===== src/rtl/alu16_pkg.sv =====
package alu16_pkg;

  localparam int unsigned DATA_W = 16;
  localparam int unsigned REG_AW = 4;

  localparam logic [7:0] OPC_NOT_IMM  = 8'hE0;
  localparam logic [7:0] OPC_NOT_REG  = 8'hE2;
  localparam logic [7:0] OPC_NEG_IMM  = 8'hE3;
  localparam logic [7:0] OPC_AND_IMM  = 8'h60;
  localparam logic [7:0] OPC_AND_3OP  = 8'h62;
  localparam logic [7:0] OPC_TST_IMM  = 8'h63;
  localparam logic [7:0] OPC_ADD_IMM  = 8'h40;
  localparam logic [7:0] OPC_SUB_REG  = 8'h51;
  localparam logic [7:0] OPC_MOD_IMM  = 8'hA3;
  localparam logic [7:0] OPC_SHR_IMM  = 8'hB1;

  typedef enum logic [3:0] {
    FN_NONE,
    FN_NOT_IMM,
    FN_NOT_REG,
    FN_NEG_IMM,
    FN_AND_IMM,
    FN_AND_REG,
    FN_ADD_IMM,
    FN_SUB_REG,
    FN_MOD_IMM,
    FN_SHR_IMM
  } alu_fn_e;

  typedef struct packed {
    alu_fn_e fn;
    logic    known;
    logic    writes;
    logic    dst_from_imm;
  } dec_ctl_t;

endpackage


===== src/rtl/alu16_rst_sync.sv =====
module alu16_rst_sync #(
  parameter int unsigned STAGES = 2
) (
  input  logic clk,
  input  logic rst_n_in,
  output logic rst_n_out
);

  logic [STAGES-1:0] chain_q;

  always_ff @(posedge clk or negedge rst_n_in) begin
    if (!rst_n_in) begin
      chain_q <= '0;
    end else begin
      chain_q <= {chain_q[STAGES-2:0], 1'b1};
    end
  end

  assign rst_n_out = chain_q[STAGES-1];

endmodule


===== src/rtl/alu16_decode.sv =====
module alu16_decode
  import alu16_pkg::*;
(
  input  logic [7:0] op_code,
  output dec_ctl_t   ctl
);

  always_comb begin
    ctl.fn           = FN_NONE;
    ctl.known        = 1'b1;
    ctl.writes       = 1'b1;
    ctl.dst_from_imm = 1'b0;
    case (op_code)
      OPC_NOT_IMM: ctl.fn = FN_NOT_IMM;
      OPC_NOT_REG: ctl.fn = FN_NOT_REG;
      OPC_NEG_IMM: ctl.fn = FN_NEG_IMM;
      OPC_AND_IMM: ctl.fn = FN_AND_IMM;
      OPC_AND_3OP: begin
        ctl.fn           = FN_AND_REG;
        ctl.dst_from_imm = 1'b1;
      end
      OPC_TST_IMM: begin
        ctl.fn     = FN_AND_IMM;
        ctl.writes = 1'b0;
      end
      OPC_ADD_IMM: ctl.fn = FN_ADD_IMM;
      OPC_SUB_REG: ctl.fn = FN_SUB_REG;
      OPC_MOD_IMM: ctl.fn = FN_MOD_IMM;
      OPC_SHR_IMM: ctl.fn = FN_SHR_IMM;
      default: begin
        ctl.known  = 1'b0;
        ctl.writes = 1'b0;
      end
    endcase
  end

endmodule


===== src/rtl/alu16_core.sv =====
module alu16_core
  import alu16_pkg::*;
#(
  parameter int unsigned W = DATA_W
) (
  input  alu_fn_e        fn,
  input  logic [W-1:0]   opa,
  input  logic [W-1:0]   opb,
  input  logic [W-1:0]   imm,
  output logic [W-1:0]   result
);

  localparam int unsigned SHW = $clog2(W);

  logic [W-1:0] stage [SHW+1];
  logic [W-1:0] mod_res;

  assign stage[0] = opa;

  generate
    for (genvar s = 0; s < SHW; s++) begin : g_shr
      assign stage[s+1] = imm[s] ? (stage[s] >> (1 << s)) : stage[s];
    end
  endgenerate

  assign mod_res = (imm == '0) ? '0 : (opa % imm);

  always_comb begin
    case (fn)
      FN_NOT_IMM: result = ~imm;
      FN_NOT_REG: result = ~opb;
      FN_NEG_IMM: result = (~imm) + W'(1);
      FN_AND_IMM: result = opa & imm;
      FN_AND_REG: result = opa & opb;
      FN_ADD_IMM: result = opa + imm;
      FN_SUB_REG: result = opa - opb;
      FN_MOD_IMM: result = mod_res;
      FN_SHR_IMM: result = stage[SHW];
      default:    result = '0;
    endcase
  end

  always_comb begin
    if (fn == FN_MOD_IMM && imm == '0) begin
      assert (result == '0) else $error("AST_MOD_ZERO_DIVISOR");
    end
  end

endmodule


===== src/rtl/alu16_exec.sv =====
module alu16_exec
  import alu16_pkg::*;
#(
  parameter int unsigned W    = DATA_W,
  parameter int unsigned AW   = REG_AW,
  parameter int unsigned SYNC = 2
) (
  input  logic          clk,
  input  logic          rst_n,
  input  logic          issue_valid,
  input  logic [7:0]    op_code,
  input  logic [AW-1:0] x_sel,
  input  logic [W-1:0]  imm_val,
  input  logic [W-1:0]  rx_data,
  input  logic [W-1:0]  ry_data,
  output logic [W-1:0]  res_data,
  output logic [AW-1:0] dst_sel,
  output logic          wr_en,
  output logic          flag_zero,
  output logic          flag_neg
);

  logic          arst_n;
  dec_ctl_t      ctl;
  logic [W-1:0]  alu_res;

  logic          load_en;
  logic [W-1:0]  res_d,  res_q;
  logic [AW-1:0] dst_d,  dst_q;
  logic          we_d,   we_q;
  logic          fz_d,   fz_q;
  logic          fn_d,   fn_q;

  alu16_rst_sync #(.STAGES(SYNC)) u_rst (
    .clk       (clk),
    .rst_n_in  (rst_n),
    .rst_n_out (arst_n)
  );

  alu16_decode u_dec (
    .op_code (op_code),
    .ctl     (ctl)
  );

  alu16_core #(.W(W)) u_core (
    .fn     (ctl.fn),
    .opa    (rx_data),
    .opb    (ry_data),
    .imm    (imm_val),
    .result (alu_res)
  );

  // next-state
  assign load_en = issue_valid & ctl.known;

  always_comb begin
    res_d = res_q;
    dst_d = dst_q;
    fz_d  = fz_q;
    fn_d  = fn_q;
    we_d  = load_en & ctl.writes;
    if (load_en) begin
      res_d = alu_res;
      dst_d = ctl.dst_from_imm ? imm_val[AW-1:0] : x_sel;
      fz_d  = (alu_res == '0);
      fn_d  = alu_res[W-1];
    end
  end

  // registers
  always_ff @(posedge clk or negedge arst_n) begin
    if (!arst_n) begin
      res_q <= '0;
      dst_q <= '0;
      fz_q  <= 1'b0;
      fn_q  <= 1'b0;
    end else if (load_en) begin
      res_q <= res_d;
      dst_q <= dst_d;
      fz_q  <= fz_d;
      fn_q  <= fn_d;
    end
  end

  always_ff @(posedge clk or negedge arst_n) begin
    if (!arst_n) begin
      we_q <= 1'b0;
    end else begin
      we_q <= we_d;
    end
  end

  assign res_data  = res_q;
  assign dst_sel   = dst_q;
  assign wr_en     = we_q;
  assign flag_zero = fz_q;
  assign flag_neg  = fn_q;

  AST_ZERO_TRACKS_RESULT: assert property (@(posedge clk) disable iff (!arst_n)
    wr_en |-> (flag_zero == (res_data == '0)));
  AST_NEG_TRACKS_SIGN: assert property (@(posedge clk) disable iff (!arst_n)
    wr_en |-> (flag_neg == res_data[W-1]));
  AST_UNKNOWN_HOLDS_FLAGS: assert property (@(posedge clk) disable iff (!arst_n)
    (!issue_valid || !ctl.known) |=> ($stable(flag_zero) && $stable(flag_neg) && !wr_en));
  AST_TEST_NO_WRITE: assert property (@(posedge clk) disable iff (!arst_n)
    (issue_valid && op_code == OPC_TST_IMM) |=> !wr_en);
  AST_AND3_DEST_Z: assert property (@(posedge clk) disable iff (!arst_n)
    (issue_valid && op_code == OPC_AND_3OP) |=> (wr_en && dst_sel == $past(imm_val[AW-1:0])));
  AST_WRITE_PULSE: assert property (@(posedge clk) disable iff (!arst_n)
    (wr_en && !$past(issue_valid)) |-> 1'b0);

endmodule


===== config.mk =====
export PLATFORM = sky130hd
export DESIGN_NAME = alu16_exec
export DESIGN_NICKNAME = d
export VERILOG_FILES = /design/src/rtl/alu16_pkg.sv /design/src/rtl/alu16_rst_sync.sv /design/src/rtl/alu16_decode.sv /design/src/rtl/alu16_core.sv /design/src/rtl/alu16_exec.sv
export SDC_FILE = /design/constraint.sdc
export NUM_CORES = 1
export LEC_CHECK = 0
export BUFFER_PORTS_ARGS = -buffer_cell sky130_fd_sc_hd__buf_2
export CORE_ASPECT_RATIO = 1.75
export CORE_UTILIZATION = 35
export CTS_CLUSTER_DIAMETER = 120
export DETAILED_ROUTE_END_ITERATION = 7
export GPL_TIMING_DRIVEN = 0
export PLACE_DENSITY = 0.55
export SYNTH_ARGS = -nofsm -noshare
export SYNTH_HDL_FRONTEND = slang
export SYNTH_HIERARCHICAL = 1
export SYNTH_SLANG_ARGS = --single-unit

===== constraint.sdc =====
create_clock -name clk -period 0.8 [get_ports clk]
set_input_delay 0.12 -clock clk [delete_from_list [all_inputs] [get_ports clk]]
set_output_delay 0.12 -clock clk [all_outputs]
set_load 0.02 [all_outputs]

==> out/summary.txt <==
Max incr delay on CP: 640 ps
Hold Crit Class: primary input to flop
YS warnings: 6
DR WL/cell: 22.0 µm
Status: complete, but fails checks
WL final: 50100 µm
Slew @ Worst Pin: 1480 ps
Distinct cells, synth: 95
Synthesized area per cell: 7.06 µm²
CP endpoint kind: flop
DRT Pass-1 Iters: 6
Number of global-route vias before repair: 13900
TritonCTS Buffers: 3
Failing checks: capacitance limit, setup timing
Antenna Nets Post-Route: 0
Initial antenna violation count: 2
Worst R2R Start: res_data[14]
Max_slew headroom: 0.00462
H-tree depth: 1
Via count: 14000
R2R Setup Slk: -110 ps
Share of cells above drive strength 1: 0.388
Post-Layout Inst Area: 17000 µm²
CTS root buf: clkbuf_16
Sequential share of the synthesized area: 0.0542
Row count: 85
Slew Viols, Final: 0
Worst Path Required: 990 ps
FF-to-FF End: res_data[14]
DRC: 0
Die H: 237 µm
Initial Util: 0.358
Final hold vios: 0
Max Fclk: 38.8 MHz
Core Area: 30900 µm²
MaxCap Viol Count: 1
CP Launch Type: primary input
Nets: 2110
Largest net degree at the start of global routing: 23
Synth async-reset ratio: 1.00
CP max-delay cell: or4_4
RSZ-0062 raised after global routing: yes
Placed Area: 12800 µm²
Hold Crit Depth: 3
Largest area contributor in the netlist: ha_1
Worst-skew pair later-pin latency: 260 ps
Vias per inst: 6.15
Number of flops mapped to enable cells by yosys: 0
Setup violators final: 45
Setup ws final: -24950 ps
Final Core Density: 0.548
Worst Hold Path EP: dst_sel[0]
R2R cell count: 2
Area contributors post-synth: ha_1 17%, xnor2_1 6.5%, o21ai_0 6.1%
GPL Wtd Cong: 0.968
Crit path DAT: 25940 ps
I/O pin cnt: 86
PD cells: 1040 nW/µm²
First-pass GRT wire length: 74700 µm
WHS: 128 ps
Ant. Diodes: 0
Clock skew: 1.21 ps
Max FO, Critical Path: 8
Most frequent CP cell: buf_4
Most common flop cell mapped by yosys: dfrtp_1
Maximum root-to-sink buffer count: 2
Critical path class: primary input to flop
Fin crit share: 32.2
CTS tree: built
Fin Setup TNS: -422720 ps
Chip width: 137 µm
Drt initial violations: 862
Syn Nets: 1787
PortBufs: 78
Die Area: 32400 µm²
Clock transition at path regs: 60 ps
#FFs+latches synth: 24
Gr usage total: 0.298
Post-DP HPWL: 36700 µm
Syn Inst Count: 1569
Gr ovfl total: 0
Max rail drop VDD: 1.83 mV
Area share of the largest cell type after synthesis: 0.173
Leakage: 7.12 nW
Area of the mapped netlist: 11100 µm²
CTS Sinks: 24
Final Critical Period: 25750 ps
Synth-to-Final Area Change: 53.0%
Hold path start: x_sel[0]
==> layout by cell type, fill, tap and decap left out, types with 11 or more instances in the layout <==
| master | n |
|---|---|
| buf_4 | 220 |
| nand2_1 | 143 |
| nor2_1 | 108 |
| ha_1 | 103 |
| o21ai_0 | 88 |
| xnor2_1 | 81 |
| a21oi_1 | 79 |
| buf_2 | 50 |
| buf_6 | 46 |
| ha_4 | 45 |
| inv_1 | 42 |
| nor3_1 | 42 |
| clkbuf_1 | 35 |
| a21o_1 | 34 |
| xor2_1 | 32 |
| nand3_1 | 31 |
| a21oi_2 | 31 |
| mux2i_1 | 29 |
| o21a_1 | 28 |
| o21ai_1 | 25 |
| dfrtp_1 | 23 |
| mux2_4 | 19 |
| mux2_2 | 19 |
| or2_2 | 19 |
| o211ai_1 | 18 |
| nand2b_1 | 17 |
| o21ai_2 | 16 |
| nand4_1 | 15 |
| a21oi_4 | 15 |
| or3_1 | 15 |
| a31oi_1 | 15 |
| nor2b_1 | 14 |
| nor2_2 | 14 |
| nor2_4 | 13 |
| nand2_2 | 11 |
| a211oi_1 | 11 |
==> where the power goes <==
part           total (mW)  internal, mW  leakage, nW  switching, mW
clock network        1.41         0.994       0.0511          0.418
logic                14.9          6.85         6.75           8.00
registers            1.43          1.33        0.323         0.0999
==> cell type report <==
class,count,area [µm²]
sequential,24,602
buffer,64,587
clock inverter,1,30.0
timing repair buffer,323,2560
inverter,51,195
multi-input combinational,1425,12400
fill,2850,14000
clock buffer,3,75.1
tap,391,489
==> cells in the mapped netlist, drive strengths merged, types with 20 or more instances <==
| cell | instances |
|---|---|
| inv | 50 |
| nor2 | 135 |
| a21oi | 125 |
| a211oi | 20 |
| clkbuf | 59 |
| dfrtp | 24 |
| ha | 153 |
| a21o | 35 |
| o21ai | 138 |
| a31oi | 24 |
| nand3 | 36 |
| or2 | 24 |
| nor3 | 53 |
| nand2 | 160 |
| xor2 | 32 |
| mux2i | 34 |
| xnor2 | 82 |
| mux2 | 38 |
| o21a | 31 |
==> sequential cells by signal, indices dropped and copies added (netlist names) <==
register       cells
dst_sel            4
flag_neg           1
res_data          15
wr_en              1
flag_zero          1
u_rst/chain_q      2
==> worst max path at each step <==
stage               cells past startpoint   startpoint   endpoint  slack [ps]
floorplan                             130   imm_val[0]  flag_zero      -23680
global placement                      126   imm_val[1]  flag_zero      -29780
detailed placement                    130   imm_val[0]  flag_zero      -29940
CTS                                   124  imm_val[10]  flag_zero      -25040
global route                          131  imm_val[14]  flag_zero      -25750
finish                                127  imm_val[14]  flag_zero      -24950
==> per-stage QoR <==
step | std cells | total power, mW | worst slack (ps)
after floorplan | 1569 | 9.67 | -23680
after global placement | 2038 | 12.2 | -29780
after detailed placement | 2039 | 12.3 | -29940
after CTS | 2218 | 16.3 | -25040
after global routing | 2282 | 18.9 | -25750
final | 2282 | 17.7 | -24950
==> metal layers <==
metal  share of wire  vias up  track usage
met5         0.00040        -            0
met1            0.35     6738        0.297
met2            0.52      505        0.546
met4           0.084        4        0.239
met3           0.048      217       0.0341
li1                -     6560            -
==> logic make-up (layout without fill, tap and decap cells) <==
kind of cell    Yosys count  count (layout)  synth area share
compound gates          535             535             0.317
buf+inv                 120             442            0.0435
fa+ha+maj               155             155             0.176
simple gates            547             547             0.244
flops                    24              24            0.0542
mux                      73              73            0.0747
xor+xnor                114             114            0.0901
other cells               1               1          0.000338
==> critical path, delay by kind of cell <==
family	cells	cell delay [ps]
muxes	4	1140
buffers and inverters	25	3230
AOI/OAI and AO/OA	56	12090
adders and majority gates	14	3650
and+or+nand+nor	28	5590
==> timing repair <==
action | CTS | global route
cloned | 4 | 0
hold buffers | 1 | 0
endpoints found under the hold margin | 2 | 0
buffers inserted | 174 | 66
pin swaps | 147 | 143
gates resized for setup | 293 | 154
endpoints found under the setup margin | 67 | 45
Power figures use the tool's default switching activity.
